[src/rtl/msi_cap_pkg.sv]
package msi_cap_pkg;

    localparam int MAX_VEC = 32;
    localparam int DW_W    = 3;

    typedef enum logic [0:0] {
        ST_DISABLED = 1'b0,
        ST_ENABLED  = 1'b1
    } msi_state_e;

    // Merge a byte-enabled write into an old value under a write mask.
    function automatic logic [31:0] byte_merge(
        input logic [31:0] old_v,
        input logic [31:0] new_v,
        input logic [3:0]  be,
        input logic [31:0] wmask
    );
        logic [31:0] r;
        r = old_v;
        for (int i = 0; i < 4; i++) begin
            if (be[i]) begin
                r[i*8 +: 8] = (old_v[i*8 +: 8] & ~wmask[i*8 +: 8])
                            | (new_v[i*8 +: 8] &  wmask[i*8 +: 8]);
            end
        end
        return r;
    endfunction

    // Mask of vectors covered by a granted log2 count.
    function automatic logic [31:0] alloc_mask(input logic [2:0] lg);
        logic [5:0] n;
        n = 6'd1 << lg;
        return 32'((64'h1 << n) - 64'h1);
    endfunction

endpackage

[src/rtl/msi_ctrl_fsm.sv]
module msi_ctrl_fsm
    import msi_cap_pkg::*;
#(
    parameter int VEC_LOG2 = 2
) (
    input  logic       clk,
    input  logic       rst_n,
    input  logic       ctl_wr,
    input  logic       wr_en_bit,
    input  logic [2:0] wr_mme,
    input  logic       intx_req_i,
    output logic       msi_enable_o,
    output logic [2:0] mme_q_o,
    output logic [2:0] mme_nxt_o,
    output logic       intx_req_o
);

    localparam logic [2:0] CAP_LG = 3'(VEC_LOG2);

    msi_state_e st_q, st_d;
    logic [2:0] mme_q, mme_d;

    // Next-state: ARM and DISARM transitions
    always_comb begin
        st_d = st_q;
        unique case (st_q)
            ST_DISABLED: if (ctl_wr && wr_en_bit)  st_d = ST_ENABLED;
            ST_ENABLED:  if (ctl_wr && !wr_en_bit) st_d = ST_DISABLED;
            default:     st_d = ST_DISABLED;
        endcase
    end

    // Granted-count clamp
    always_comb begin
        mme_d = mme_q;
        if (ctl_wr) begin
            mme_d = (wr_mme > CAP_LG) ? CAP_LG : wr_mme;
        end
    end

    always_ff @(posedge clk or negedge rst_n) begin
        if (!rst_n) begin
            st_q  <= ST_DISABLED;
            mme_q <= 3'd0;
        end else begin
            st_q  <= st_d;
            mme_q <= mme_d;
        end
    end

    // Outputs per state
    always_comb begin
        msi_enable_o = 1'b0;
        intx_req_o   = 1'b0;
        unique case (st_q)
            ST_DISABLED: begin
                msi_enable_o = 1'b0;
                intx_req_o   = intx_req_i;
            end
            ST_ENABLED: begin
                msi_enable_o = 1'b1;
                intx_req_o   = 1'b0;
            end
            default: begin
                msi_enable_o = 1'b0;
                intx_req_o   = 1'b0;
            end
        endcase
    end

    assign mme_q_o   = mme_q;
    assign mme_nxt_o = mme_d;

    p_enable_write_r2: assert property (@(posedge clk) disable iff (!rst_n)
        ctl_wr |=> (msi_enable_o == $past(wr_en_bit)));

    p_mme_clamp_r3: assert property (@(posedge clk) disable iff (!rst_n)
        ctl_wr |=> (mme_q_o == (($past(wr_mme) > CAP_LG) ? CAP_LG : $past(wr_mme))));

    p_mme_hold_r3: assert property (@(posedge clk) disable iff (!rst_n)
        !ctl_wr |=> $stable(mme_q_o));

    p_intx_quiet_r10: assert property (@(posedge clk) disable iff (!rst_n)
        msi_enable_o |-> !intx_req_o);

endmodule

[src/rtl/msi_msg_regs.sv]
module msi_msg_regs
    import msi_cap_pkg::*;
#(
    parameter bit ADDR64 = 1'b1
) (
    input  logic            clk,
    input  logic            rst_n,
    input  logic            wr,
    input  logic [DW_W-1:0] dw,
    input  logic [3:0]      be,
    input  logic [31:0]     wdata,
    output logic [31:0]     addr_lo_o,
    output logic [31:0]     addr_hi_o,
    output logic [15:0]     data_o
);

    localparam logic [DW_W-1:0] LO_DW   = 3'd1;
    localparam logic [DW_W-1:0] HI_DW   = 3'd2;
    localparam logic [DW_W-1:0] DATA_DW = ADDR64 ? 3'd3 : 3'd2;
    localparam logic [31:0]     LO_WM   = 32'hFFFF_FFFC;

    logic [31:0] lo_q;
    logic [31:0] data_q;

    always_ff @(posedge clk or negedge rst_n) begin
        if (!rst_n) begin
            lo_q   <= '0;
            data_q <= '0;
        end else if (wr) begin
            if (dw == LO_DW)   lo_q   <= byte_merge(lo_q, wdata, be, LO_WM);
            if (dw == DATA_DW) data_q <= byte_merge(data_q, wdata, be, 32'h0000_FFFF);
        end
    end

    generate
        if (ADDR64) begin : g_hi
            logic [31:0] hi_q;
            always_ff @(posedge clk or negedge rst_n) begin
                if (!rst_n)                  hi_q <= '0;
                else if (wr && dw == HI_DW)  hi_q <= byte_merge(hi_q, wdata, be, 32'hFFFF_FFFF);
            end
            assign addr_hi_o = hi_q;
        end else begin : g_no_hi
            assign addr_hi_o = '0;
        end
    endgenerate

    assign addr_lo_o = lo_q;
    assign data_o    = data_q[15:0];

    p_lo_align_r4: assert property (@(posedge clk) disable iff (!rst_n)
        (wr && dw == LO_DW) |=> (addr_lo_o[1:0] == 2'b00));

    p_data_hold_r9: assert property (@(posedge clk) disable iff (!rst_n)
        !wr |=> ($stable(data_o) && $stable(addr_lo_o)));

endmodule

[src/rtl/msi_mask_pend.sv]
module msi_mask_pend
    import msi_cap_pkg::*;
#(
    parameter int VEC_LOG2 = 2,
    parameter bit ADDR64   = 1'b1,
    parameter bit MASK_EN  = 1'b1
) (
    input  logic            clk,
    input  logic            rst_n,
    input  logic            wr,
    input  logic [DW_W-1:0] dw,
    input  logic [3:0]      be,
    input  logic [31:0]     wdata,
    input  logic [2:0]      mme_nxt,
    input  logic [31:0]     pend_set,
    input  logic [31:0]     pend_clr,
    output logic [31:0]     mask_o,
    output logic [31:0]     pend_o
);

    localparam int              NVEC    = 1 << VEC_LOG2;
    localparam logic [31:0]     MASK_WM = 32'((64'h1 << NVEC) - 64'h1);
    localparam logic [DW_W-1:0] MASK_DW = ADDR64 ? 3'd4 : 3'd3;

    generate
        if (MASK_EN) begin : g_mask
            logic [31:0] mask_q, pend_q, pend_d;

            always_comb begin
                pend_d = ((pend_q & ~pend_clr) | pend_set) & alloc_mask(mme_nxt);
            end

            always_ff @(posedge clk or negedge rst_n) begin
                if (!rst_n) begin
                    mask_q <= '0;
                    pend_q <= '0;
                end else begin
                    pend_q <= pend_d;
                    if (wr && dw == MASK_DW) mask_q <= byte_merge(mask_q, wdata, be, MASK_WM);
                end
            end

            assign mask_o = mask_q;
            assign pend_o = pend_q;
        end else begin : g_no_mask
            assign mask_o = '0;
            assign pend_o = '0;
        end
    endgenerate

    p_mask_hold_r6: assert property (@(posedge clk) disable iff (!rst_n)
        !wr |=> $stable(mask_o));

    p_no_spont_pend_r7: assert property (@(posedge clk) disable iff (!rst_n)
        (pend_set == 32'h0) |=> ((pend_o & ~$past(pend_o)) == 32'h0));

    p_clr_takes_r7: assert property (@(posedge clk) disable iff (!rst_n)
        ((pend_clr & ~pend_set) != 32'h0) |=> ((pend_o & $past(pend_clr & ~pend_set)) == 32'h0));

endmodule

[src/rtl/msi_cap_regs.sv]
module msi_cap_regs
    import msi_cap_pkg::*;
#(
    parameter int VEC_LOG2 = 2,
    parameter bit ADDR64   = 1'b1,
    parameter bit MASK_EN  = 1'b1
) (
    input  logic        clk,
    input  logic        rst_n,
    input  logic        cfg_wr_en,
    input  logic [2:0]  cfg_dw,
    input  logic [3:0]  cfg_be,
    input  logic [31:0] cfg_wdata,
    output logic [31:0] cfg_rdata,
    input  logic [31:0] pend_set_i,
    input  logic [31:0] pend_clr_i,
    input  logic        intx_req_i,
    output logic        intx_req_o,
    output logic        msi_enable_o,
    output logic [2:0]  msi_mme_o,
    output logic [63:0] msi_addr_o,
    output logic [15:0] msi_data_o,
    output logic [31:0] msi_mask_o,
    output logic [31:0] msi_pending_o
);

    localparam logic [2:0] CAP_LG = 3'(VEC_LOG2);

    logic        ctl_wr;
    logic [2:0]  mme_nxt;
    logic [31:0] addr_lo, addr_hi;
    logic [31:0] ctl_word;

    assign ctl_wr = cfg_wr_en && (cfg_dw == 3'd0) && cfg_be[2];

    msi_ctrl_fsm #(.VEC_LOG2(VEC_LOG2)) u_ctrl (
        .clk          (clk),
        .rst_n        (rst_n),
        .ctl_wr       (ctl_wr),
        .wr_en_bit    (cfg_wdata[16]),
        .wr_mme       (cfg_wdata[22:20]),
        .intx_req_i   (intx_req_i),
        .msi_enable_o (msi_enable_o),
        .mme_q_o      (msi_mme_o),
        .mme_nxt_o    (mme_nxt),
        .intx_req_o   (intx_req_o)
    );

    msi_msg_regs #(.ADDR64(ADDR64)) u_msg (
        .clk       (clk),
        .rst_n     (rst_n),
        .wr        (cfg_wr_en),
        .dw        (cfg_dw),
        .be        (cfg_be),
        .wdata     (cfg_wdata),
        .addr_lo_o (addr_lo),
        .addr_hi_o (addr_hi),
        .data_o    (msi_data_o)
    );

    msi_mask_pend #(.VEC_LOG2(VEC_LOG2), .ADDR64(ADDR64), .MASK_EN(MASK_EN)) u_mp (
        .clk      (clk),
        .rst_n    (rst_n),
        .wr       (cfg_wr_en),
        .dw       (cfg_dw),
        .be       (cfg_be),
        .wdata    (cfg_wdata),
        .mme_nxt  (mme_nxt),
        .pend_set (pend_set_i),
        .pend_clr (pend_clr_i),
        .mask_o   (msi_mask_o),
        .pend_o   (msi_pending_o)
    );

    assign msi_addr_o = {addr_hi, addr_lo};
    assign ctl_word   = {7'd0, MASK_EN, ADDR64, msi_mme_o, CAP_LG, msi_enable_o, 16'h0000};

    // Read mux; layout depends on the two options
    always_comb begin
        cfg_rdata = 32'h0;
        unique case (cfg_dw)
            3'd0: cfg_rdata = ctl_word;
            3'd1: cfg_rdata = addr_lo;
            3'd2: cfg_rdata = ADDR64 ? addr_hi : {16'h0, msi_data_o};
            3'd3: cfg_rdata = ADDR64 ? {16'h0, msi_data_o} : msi_mask_o;
            3'd4: cfg_rdata = ADDR64 ? msi_mask_o : msi_pending_o;
            3'd5: cfg_rdata = ADDR64 ? msi_pending_o : 32'h0;
            default: cfg_rdata = 32'h0;
        endcase
    end

    p_mme_bound_r3: assert property (@(posedge clk) disable iff (!rst_n)
        msi_mme_o <= CAP_LG);

    p_pend_alloc_r8: assert property (@(posedge clk) disable iff (!rst_n)
        (msi_pending_o & ~alloc_mask(msi_mme_o)) == 32'h0);

endmodule

[config.mk]
export PLATFORM = sky130hd
export DESIGN_NAME = msi_cap_regs
export DESIGN_NICKNAME = d
export VERILOG_FILES = /design/src/rtl/msi_cap_pkg.sv /design/src/rtl/msi_ctrl_fsm.sv /design/src/rtl/msi_msg_regs.sv /design/src/rtl/msi_mask_pend.sv /design/src/rtl/msi_cap_regs.sv
export SDC_FILE = /design/constraint.sdc
export NUM_CORES = 1
export LEC_CHECK = 0
export ABC_AREA = 1
export BUFFER_PORTS_ARGS = -buffer_cell sky130_fd_sc_hd__buf_4
export CAP_MARGIN = 20
export CORE_MARGIN = 4
export CORE_UTILIZATION = 50
export DETAILED_ROUTE_END_ITERATION = 16
export PLACE_DENSITY = 0.87
export REMOVE_ABC_BUFFERS = 1
export SYNTH_ARGS = -nofsm -noshare
export SYNTH_HDL_FRONTEND = slang
export SYNTH_SLANG_ARGS = --single-unit
[constraint.sdc]
create_clock -name clk -period 4 [get_ports clk]
set_input_delay 0.6 -clock clk [delete_from_list [all_inputs] [get_ports clk]]
set_output_delay 0.6 -clock clk [all_outputs]
set_load 0.05 [all_outputs]
Word level (Yosys, flattened, before mapping)
Cells that the tools add are included.

Register bits after elaboration: 124. Bits of input ports: 107. Output and inout port bits: 181. Word-level logic and storage cells: 57.

Add/subtract/negate cells: 1. Order comparisons: 1. Equal/unequal tests: 5. Shift-type cells: 2. Mux-type cells: 8. Bitwise operators: 7. Reduce and logical (&&, ||, !) cells: 19.

Operators with widths (number): $pmux W32 S6 (1); $and A32 B32 Y32 (2); $not A32 Y32 (1); $or A32 B32 Y32 (1); $shl A1 B6 Y32 const A (1); $sub A32 B1 Y32 const B (1); $reduce_and A3 Y1 (6); $reduce_and A2 Y1 (5); $or A2 B8 Y8 (1); $or A8 B4 Y8 (1); $eq A3 B2 Y1 const B (2); $eq A3 B3 Y1 const B (2); $logic_and A1 B1 Y1 (6); $mux W3 (2); $pmux W1 S2 (3); $shl A1 B3 Y6 const A (1); $eq A3 B1 Y1 const B (1); $gt A3 B2 Y1 const B (1); $logic_not A3 Y1 (1); $mux W1 (2); $logic_not A1 Y1 (1); $not A1 Y1 (1).

Depth between registers and ports, before layout
Gate-level depths: netlist (run 1).

Depth after elaboration: 8. Depth in mapped cells: 13. Depth with buffers taken out: 12.

Hierarchy
A second synthesis (run 1) with hierarchy kept.

Cell total of the unflattened synthesis: 917. Area, all modules: 6643.9 um^2.

Modules (own cells, without submodules): msi_msg_regs (times used 1, cells an instance 359, area an instance 3201.8 um^2, seq. area each 1951.9 um^2); msi_mask_pend (times used 1, cells an instance 214, area an instance 1808.0 um^2, seq. area each 900.9 um^2); msi_cap_regs (times used 1, cells an instance 323, area an instance 1468.9 um^2, seq. area each 0.0 um^2); msi_ctrl_fsm (times used 1, cells an instance 21, area an instance 165.2 um^2, seq. area each 100.1 um^2).

Worst setup path before layout (run 1)
No wires, ideal clock.

Path kind: input-to-output. Start: in cfg_dw[2]. End: out cfg_rdata[6]. Data arrival time: 1.877 ns. Required time: 3.400 ns. Slack: 1.523 ns. Stages on the path: 8. Buffers on the path: 3. Cells stage by stage: buf_4 nor2_8 nand2_1 inv_2 buf_2 buf_2 nand2_1 nand3_1.

Longest elaborated chain between the ends: 2. Elaborated cells on any way between the ends: 7. Those cells by class: eq/ne: 5; mux: 1; reduce/logical: 1.

RTL lines: from (decl) (RTL line msi_cap_regs.sv:11) `input logic [2:0] cfg_dw,`; $eq A3 B3 Y1, or another cell as far along (RTL line msi_cap_regs.sv:81) `unique case (cfg_dw)`; $pmux W32 S6 (*) (RTL line msi_cap_regs.sv:81); to (decl) (RTL line msi_cap_regs.sv:14) `output logic [31:0] cfg_rdata,`.

Mark *: on every way between the ends. The rest lies on a longest branch, timed or not.

Worst setup path in the final report (run 1)
Start: in cfg_dw[0]. End: out cfg_rdata[3].

The elaborated chain is that of the path after synthesis.

==> results.md, run 1 <==
* Yosys reg bits at between 100 and 150
* Clk pwr share at about 31%
* P_leak at approximately 4.4 nW
* Crit path launch: cfg_dw[0]
* Most common flop cell mapped by yosys: dfrtp_1
* Post-synth EDFFs at 0
* Mapped Area at around 5700 µm²
* Final hold slack at between 0.2 and 0.3 ns
* Largest area contributor in the netlist: dfrtp_1
* Clk pin slew, worst setup/hold paths at 0.06 ns
* Chip width at around 110 µm
* Worst skew pair latency at roughly 0.40 ns
* Synth Area in Simple Gates at a little under a quarter
* Clock buffer depth at 2
* Sw Pwr at 0.001971 W
* Initial core utilization at roughly half
* Sequential share of power at 33.1%
* CP Data Required Time at between 3 and 4 ns
* CTS root buffer: clkbuf_16
* Proportion of layout cells with a drive suffix above 1 at 33.79%
* Fmax at about 0.34 GHz
* Core Area at 10980 µm²
* Hold Crit Class: in -> async
* Max H-tree Level at 4
* Final net count at 1043
* Worst r2r src: u_ctrl.mme_q_o[1]
* Ranking of synthesized cells by area: dfrtp_1 (52%), nand2_1 (11%), o21ai_0 (7.2%), inv_1 (5.0%), buf_4 (4.1%)
* Filler instances at around 870
* Postcts setup bufs at 0
* P&R area growth vs syn at 43.50%
* DR DRC count at 0
* Die height at around 110 µm
* Setup violations, final at 0
* Period Utilization, post-route at about three quarters
* Pre-CTS WS at roughly 1.1 ns
* Number of global-route vias before repair at approximately 5600
* Relative slew slack at between 40% and 50%
* First-pass GRT wire length at between 20000 and 30000 µm
* Io pins at around 290
* Adder-cell share of the synthesized area at less than 1%
* Status: complete, no violations
* Area fraction of the dominant cell type after synthesis at approximately 52%
* Setup CP Type: in -> out
* CTS resizes at 0
* Most frequent cell after synthesis: nand2_1
* Minimum clock period at 2.944 ns
* ANT nets after route at 0
* CTS tree: yes
* HPWL Detailed at approximately 14000 µm
* Final setup margin at 1.056 ns
* Int Power at roughly 0.0028 W
* Worst vdd ir at roughly 0.35 mV
* First drt pass iteration count at 6
* Net Sw Frac at between 40 and 50%
* GRT Util Overall at 28.52%
* Largest family of logic cells by synthesized area: simple AND/OR/NAND/NOR gates
* Max-cap check violation count at 0
* DRT Wirelength at approximately 19000 µm
* RSZ-0062 raised after global routing: no
* Hold Buf Count CTS at 0
* Post-synthesis sequential area ratio at 52.11%
* Row Count at 38
* Gate Count Post-Synth at just under 700
* GPL Wtd Cong at ~0.85
* Ant diodes at 0
* 1st-iter DRT viols at 421
* Largest net degree at the start of global routing at 60
* XOR/XNOR Fraction of Synth Area at 0%
* Via/cell ratio at 5.316
* Unique masters post-synth at 27
* Endpoint type of the worst setup path: primary output
* Post-route setup TNS at 0 ns
* Mean Syn Cell Area at around 8.3 µm²
* Sink Count at about 120
* Crit Path Max Fanout at 29
* YS warnings at 0
* Inserted Clock Buffers at 17
* Clock skew at roughly 0.008 ns
* Fin. max-slew vios at 0
* Die footprint at roughly 13000 µm²
* Number of buffers added on ports at ~260
* Initial antenna violation count at 0
* Commonest cells post-synth: nand2_1 (165), dfrtp_1 (118), o21ai_0 (82), inv_1 (75), nor2_1 (38)
* Routed length per instance at around 17 µm
* Async set-or-reset flop fraction in the synthesized netlist at between 90% and 100%
* Worst Tran Pin Value at ~0.76 ns
* Compound-gate portion of the synthesized area at between 10% and 20%
* Crit start category: primary input
* Hold Vio Cnt, Final at 0
* Mux cell area share after synthesis at 0%
* Combinational power share at a little over a third
* Global route overflow at 0
* PD cells at 584.5 nW/µm²
* Via count at 5779
* Critical Path AT at 2.34 ns
[state kept, by name, summed over array words and instances, names as in the netlist]
signal / cells
u_msg.addr_hi_o: 32
u_ctrl.mme_q_o: 3
u_msg.data_q: 16
u_mp.mask_o: 4
u_msg.addr_lo_o: 30
u_mp.pend_o: 32
u_ctrl.st_q: 1
[cells by family after synthesis]
family          after synthesis
other cells                   1
simple gates                289
fa+ha+maj                     1
compound gates              135
buf+inv                     137
flops                       118
[critical path, stage by stage]
cell       delay, ns
buf_4           0.34
nand2_1         0.15
nor2_4          0.51
buf_4           0.29
a22oi_1         0.10
o2111ai_1       0.10
buf_4           0.24
[final timing paths]
path                                             to  cells past startpoint  slack [ns]
worst max-delay path                   cfg_rdata[3]                      7        1.06
worst min-delay path            u_msg.addr_hi_o[17]                      1        0.26
worst max register to register      u_mp.pend_o[22]                      9        2.28
worst min register to register  u_msg.addr_lo_o[16]                      2        0.51
max in group asynchronous        u_msg.addr_lo_o[4]                      2        2.83
min in group clk                     u_mp.pend_o[3]                      2        0.43
[layout make-up]
class | count | area [µm²] | share of cell area (%)
Clock inverter | 13 | 133.9 | 1.646
Inverter | 81 | 304.0 | 3.739
Sequential cell | 118 | 2953 | 36.31
Clock buffer | 18 | 429.2 | 5.278
Multi-Input combinational cell | 455 | 2170 | 26.68
Timing Repair Buffer | 262 | 1967 | 24.19
Tap cell | 140 | 175.2 | 2.154
[placed cells by master, fill, tap and decap left out, drive strengths merged, types with 2 or more instances in the layout]
cell type,netlist,layout
clkinv,0,7
clkinvlp,0,3
clkbuf,12,18
o21ai,88,88
a22oi,12,12
dfrtp,118,118
conb,1,30
nand3,34,34
o2111ai,8,8
inv,81,82
nor3,2,2
nand4,30,30
a21oi,26,26
nand2,175,175
bufinv,0,2
nor2,48,48
buf,44,262
[power by group through the flow]
stage	clock network (W)	logic, W	registers (W)
after detailed placement	0	0.00173	0.00159
after CTS	0.00147	0.00173	0.00157
after global routing	0.00152	0.00181	0.00160
final	0.00145	0.00173	0.00157
after global placement	0	0.00170	0.00158
after floorplan	0	0.000442	0.00224
[per-layer routing]
| metal | routed length (µm) | GRT usage, % | share of wire [%] | up-vias |
|---|---|---|---|---|
| li1 | - | - | - | 2680 |
| met1 | 7107 | 35.21 | 38 | 2790 |
| met2 | 9813 | 49.51 | 52 | 277 |
| met3 | 1515 | 5.285 | 8.0 | 32 |
| met4 | 435 | 10.93 | 2.3 | 0 |
| met5 | 0 | 0 | 0 | - |
[metrics by stage]
step / util (%) / area, µm² / cells / power, W
floorplan: - / 5426 / 654 / 0.002682
global placement: 68.91 / 7569 / 1056 / 0.003285
detailed placement: 68.91 / 7569 / 1056 / 0.003315
CTS: 74.04 / 8132 / 1087 / 0.004770
global route: 74.04 / 8132 / 1087 / 0.004933
finish: 74.04 / 8132 / 1087 / 0.004753
No activity file was read; power rests on OpenSTA's default activity.
==> inputs of run 2 (changes only) <==
--- a/config.mk
+++ b/config.mk
@@ -9,9 +9,9 @@
 export BUFFER_PORTS_ARGS = -buffer_cell sky130_fd_sc_hd__buf_4
 export CAP_MARGIN = 20
 export CORE_MARGIN = 4
-export CORE_UTILIZATION = 50
+export CORE_UTILIZATION = 46
 export DETAILED_ROUTE_END_ITERATION = 16
-export PLACE_DENSITY = 0.87
+export PLACE_DENSITY = 0.81
 export REMOVE_ABC_BUFFERS = 1
 export SYNTH_ARGS = -nofsm -noshare
 export SYNTH_HDL_FRONTEND = slang
==> constraint.sdc (replaced) <==
create_clock -name clk -period 2.85 [get_ports clk]
set_input_delay 0.4275 -clock clk [delete_from_list [all_inputs] [get_ports clk]]
set_output_delay 0.4275 -clock clk [all_outputs]
set_load 0.05 [all_outputs]
==> results.md, run 2 (synthesis results as in run 1) <==
* Finished Core Util at 68.58% (-5.5 points)
* FF-to-FF End: u_mp.pend_o[24]
* Hold Vio Cnt, Final at 0 (unchanged)
* CP Data Required Time at 2.42 ns (-0.98 ns)
* Die height at 119.0 µm (+4.0%)
* Setup CP Type: in -> out
* Number of buffers added on ports at 257 (unchanged)
* ANT nets after route at 0 (unchanged)
* RSZ-0062 raised after global routing: no
* Crit-path cells: buf_4 > nor2_8 > nand2_1 > inv_2 > buf_4 > nand2_1 > o2111ai_1 > buf_4
* PD cells at 820.2 nW/µm² (+40%)
* Ant diodes at 0 (unchanged)
* Filler instances at 1012 (+17%)
* Worst Path Buf+Inv at 4 (+1)
* HPWL Detailed at 14110 µm (+0.77%)
* Sink Count at 118 (unchanged)
* Power, Total at 0.006757 W (+42%)
* First-pass GRT wire length at 29800 µm (+1.9%)
* Proportion of layout cells with a drive suffix above 1 at 34.24% (+0.45 points)
* Via count at 5611 (-2.9%)
* DR DRC count at 0 (unchanged)
* Fin. max-slew vios at 0 (unchanged)
* Hold Buf Count CTS at 0 (unchanged)
* Max H-tree Level at 4 (unchanged)
* Core Area at 12010 µm² (+9.4%)
* Io pins at 288 (unchanged)
* Fin area at 8238 µm² (+1.3%)
* Relative slew slack at 57.91% (+8.5 points)
* CTS tree: yes
* Via/cell ratio at 5.106 (-4.0%)
* Period Utilization, post-route at ~78%
* Area of the multi-input gates at 2170 µm² (unchanged)
* Global route overflow at 0 (unchanged)
* CTS root buffer: clkbuf_16
* CTS resizes at 0 (unchanged)
* Slowest CP cell: buf_4
* Max-cap check violation count at 0 (unchanged)
* P&R area growth vs syn at 45.37%
* Worst r2r src: u_ctrl.mme_q_o[1]
* Row Count at 40 (+5.3%)
* Postcts setup bufs at 0 (unchanged)
* First drt pass iteration count at 5 (-1)
* Inserted Clock Buffers at 17 (unchanged)
* Largest stage delay, worst path at 0.25 ns (-0.26 ns)
* Most common cell after layout, fill and taps aside: buf_4
* DRT Wirelength at 18970 µm (+0.50%)
* Placed Area at 7645 µm² (+1.0%)
* Setup violations, final at 0 (unchanged)
* GRT Util Overall at 26.84% (-1.7 points)
* GPL Wtd Cong at 0.8255 (-3.1%)
* Endpoint type of the worst setup path: primary output
* Post-route setup TNS at 0 ns (unchanged)
* Reg2Reg Depth at 9 (unchanged)
* FF-to-FF setup slack at 1.19 ns (-1.09 ns)
* Initial antenna violation count at 0 (unchanged)
* Die footprint at 14160 µm² (+8.1%)
* Worst vdd ir at 0.4759 mV (+35%)
* Fmax at about 0.45 GHz
* P_leak at 4.467 nW (+0.90%)
* Initial core utilization at 47.18% (-4.4 points)
* Status: complete, no violations
* Most frequent cells in the layout: buf_4 (263), nand2_1 (165), dfrtp_1 (118), o21ai_0 (82), inv_1 (75)
* Critical Path AT at 1.79 ns (-0.55 ns)
* Register area at 2953 µm² (unchanged)
* Chip width at 119.0 µm (+4.0%)
* Minimum clock period at 2.219 ns
* Cell repeated most along the worst path: buf_4
* Largest net degree at the start of global routing at 47 (-22%)
* Clk pin slew, worst setup/hold paths at 0.05 ns (about the same)
* Worst skew pair latency at 0.41 ns (about the same)
* Number of global-route vias before repair at 5584 (-1.0%)
* Crit start category: primary input
* Hold Crit Class: in -> async
* Final net count at 1047 (+0.38%)
* Crit Path Max Fanout at 19 (-34%)
* Family with the most delay on the worst path: buffers and inverters
* 1st-iter DRT viols at 414 (-1.7%)
* Worst Tran Pin Value at 0.6313 ns (-0.1278 ns)
* Clock skew at 0.005509 ns (-0.002461 ns)
* Clock buffer depth at 2 (unchanged)
* Routed length per instance at 17.26 µm (-0.59%)
-- run 2: how the worst max path moves through the flow --
stage / startpoint / end / slack [ns] / cells after the start
6_report: cfg_dw[0] / cfg_rdata[3] / 0.63 / 8
5_1_grt: cfg_dw[1] / cfg_rdata[2] / 0.46 / 7
4_1_cts: cfg_dw[1] / cfg_rdata[2] / 0.62 / 7
3_5_place_dp: cfg_dw[1] / cfg_rdata[2] / 0.62 / 7
3_3_place_gp: cfg_dw[1] / cfg_rdata[2] / 0.66 / 7
2_1_floorplan: cfg_dw[1] / cfg_rdata[0] / 0.54 / 3
-- run 2: metal layers --
layer / vias up / track usage [%] / part of all wire [%]
li1: 2692 / - / -
met4: 0 / 10.28 / 2.6
met2: 269 / 45.39 / 51
met1: 2616 / 32.98 / 39
met5: - / 0 / 0
met3: 34 / 6.838 / 7.8
-- run 2: where the power goes --
group	switching, W	internal, W
registers	0.000246	0.00195
clock network	0.000768	0.00135
logic	0.00176	0.000681
-- run 2: layout make-up --
cell class              instances  area share (%)
flip-flops and latches        118           35.84
multi-input cells             455           26.34
repair buffers                266           24.70
clock buffers                  20           5.665
inverters                      81           3.691
well taps                     147           2.233
clock inverters                12           1.534
-- run 2: through the flow --
stage	std cells	setup WS (ns)	hold WS, ns
after CTS	1099	0.6232	0.04286
after detailed placement	1067	0.6201	0.4847
after global routing	1099	0.4587	0.07467
final	1099	0.6306	0.03224
after global placement	1067	0.6563	0.4798
after floorplan	654	0.5423	0.1319
-- run 2: worst register-to-register path, delay by kind of cell, from the launching register on --
family | cells | cell delay [ns]
AND/OR/NAND/NOR | 7 | 0.77
buffers and inverters | 1 | 0.09
flip-flops | 1 | 0.41
adder cells (fa/ha/maj) | 1 | 0.26
==> inputs of run 3 (changes only) <==
==> constraint.sdc (replaced) <==
create_clock -name clk -period 2.2 [get_ports clk]
set_input_delay 0.33 -clock clk [delete_from_list [all_inputs] [get_ports clk]]
set_output_delay 0.33 -clock clk [all_outputs]
set_load 0.05 [all_outputs]
==> results.md, run 3 (synthesis results as in run 1) <==
* Status: complete, no violations
* Number of buffers added on ports at 257 (unchanged)
* Fin. max-slew vios at 0 (unchanged)
* Sink Count at 118 (unchanged)
* Postcts setup bufs at 0 (unchanged)
* Worst skew pair latency at 0.41 ns (about the same)
* CTS root buffer: clkbuf_16
* GRT Util Overall at 25.74% (-1.1 points)
* Hold Buf Count CTS at 1 (+1)
* Largest net degree at the start of global routing at 49 (+4.3%)
* Endpoint type of the worst setup path: primary output
* Most frequent cells in the layout: buf_4 (262), nand2_1 (165), dfrtp_1 (118), o21ai_0 (82), inv_1 (75)
* Global route overflow at 0 (unchanged)
* DRT Wirelength at 18630 µm (-1.8%)
* Crit Path Max Fanout at 15 (-4)
* Row Count at 40 (unchanged)
* First-pass GRT wire length at 28650 µm (-3.9%)
* Most common cell after layout, fill and taps aside: buf_4
* Hold Vio Cnt, Final at 0 (unchanged)
* Setup CP Type: in -> out
* Filler instances at 979 (-3.3%)
* DR DRC count at 0 (unchanged)
* Via count at 5609 (-0.036%)
* Fmax at about 0.49 GHz
* Via/cell ratio at 5.104 (about the same)
* Final net count at 1049 (+0.19%)
* P&R area growth vs syn at 46.79%
* Max H-tree Level at 4 (unchanged)
* GPL Wtd Cong at 0.8728 (+5.7%)
* Crit path launch: cfg_dw[1]
* Hold Crit Class: in -> reg
* Placed Area at 7677 µm² (+0.43%)
* RSZ-0062 raised after global routing: no
* Number of global-route vias before repair at 5358 (-4.0%)
* Clock buffer depth at 2 (unchanged)
* Setup violations, final at 0 (unchanged)
* Post-route setup TNS at 0 ns (unchanged)
* Inserted Clock Buffers at 17 (unchanged)
* First drt pass iteration count at 5 (unchanged)
* Worst vdd ir at 0.6708 mV (+41%)
* P_leak at 4.512 nW (+1.0%)
* Initial antenna violation count at 0 (unchanged)
* CTS tree: yes
* Worst Path Buf+Inv at 4 (unchanged)
* Proportion of layout cells with a drive suffix above 1 at 34.03% (-0.21 points)
* Crit-path cells: buf_4 > inv_2 > nand3_1 > o21ai_0 > inv_1 > nand4_1 > buf_4
* Min-delay src: pend_set_i[1]
* Die height at 119.0 µm (unchanged)
* Chip width at 119.0 µm (unchanged)
* Ant diodes at 0 (unchanged)
* Largest stage delay, worst path at 0.42 ns (+0.17 ns)
* Die footprint at 14160 µm² (unchanged)
* CP Data Required Time at 1.87 ns (-0.55 ns)
* HPWL Detailed at 13950 µm (-1.1%)
* Worst Tran Pin Value at 0.5104 ns (-0.1209 ns)
* Max-cap check violation count at 0 (unchanged)
* PD cells at 1078 nW/µm² (+31%)
* CTS resizes at 0 (unchanged)
* Clock skew at 0.01270 ns (+0.007192 ns)
* Fin area at 8318 µm² (+0.97%)
* Routed length per instance at 16.95 µm (-1.8%)
* Core Area at 12010 µm² (unchanged)
* Worst r2r src: u_ctrl.mme_q_o[1]
* Io pins at 288 (unchanged)
* Initial core utilization at 47.18% (unchanged)
* Critical Path AT at 1.72 ns (-0.07 ns)
* Cell repeated most along the worst path: buf_4
* Clk pin slew, worst setup/hold paths at 0.05 ns (about the same)
* Crit start category: primary input
* Minimum clock period at 2.050 ns
* 1st-iter DRT viols at 413 (-0.24%)
* ANT nets after route at 0 (unchanged)
* Period Utilization, post-route at between 90% and 100%
* Family with the most delay on the worst path: buffers and inverters
* Relative slew slack at 65.89% (+8.0 points)
* Slowest CP cell: nand3_1
## run 3: cell types whose count changed in the layout (fill, tap and decap cells not counted)
cell and change:
buf_12 +2, buf_4 -1, clkinv_4 +1, clkinv_2 -2, clkbuf_1 +1, dlygate4sd3_1 +1, bufinv_16 +2, inv_6 -1
clkbuf_8 +1, clkinvlp_4 -4
## run 3: final cells by class
class / instances / area (µm²) / area share (%)
Tap cell: 147 / 183.9 / 2.211
Multi-Input combinational cell: 455 / 2170 / 26.08
Sequential cell: 118 / 2953 / 35.50
Clock buffer: 22 / 484.2 / 5.821
Inverter: 81 / 304.0 / 3.655
Timing Repair Buffer: 268 / 2077 / 24.97
Clock inverter: 8 / 146.4 / 1.760
## run 3: tightest hold or removal path: stages
cell and delay, ns:
buf_4 0.08, nor2_1 0.03, nor2_1 0.07
## run 3: power by group
group | total (W) | switching [W] | internal [W]
clock | 0.00296 | 0.000955 | 0.00200
sequential | 0.00285 | 0.000322 | 0.00253
combinational | 0.00315 | 0.00227 | 0.000888
total | 0.00896 | 0.00354 | 0.00542
## run 3: routing by layer
| layer | global-route usage [%] | up-vias | routed length (µm) |
|---|---|---|---|
| met3 | 6.268 | 30 | 1344 |
| met1 | 32.39 | 2652 | 7478 |
| li1 | - | 2688 | - |
| met5 | 0 | - | 0 |
| met2 | 43.84 | 239 | 9497 |
| met4 | 7.893 | 0 | 308 |
## run 3: through the flow
step,power (W),hold WS (ns),utilization [%],worst slack [ns],std cells
3_5_place_dp,0.006042,0.3237,63.92,0.1503,1068
3_3_place_gp,0.005996,0.3195,63.92,0.2045,1068
4_1_cts,0.009009,0.1245,69.25,0.1551,1099
2_1_floorplan,0.004877,0.03441,-,0.08732,654
5_1_grt,0.009318,0.1281,69.25,0.02632,1099
6_report,0.008963,0.1387,69.25,0.1500,1099
## run 3: path summary, 6_finish.rpt
kind / endpoint / slack, ns / cells after the start
max: cfg_rdata[2] / 0.15 / 7
min: u_mp.pend_o[1] / 0.14 / 3
max reg2reg: u_mp.pend_o[28] / 0.55 / 9
min reg2reg: u_msg.addr_lo_o[8] / 0.51 / 2
max in group asynchronous: u_mp.pend_o[14] / 1.14 / 3
min in group asynchronous: u_msg.addr_lo_o[19] / 0.42 / 2
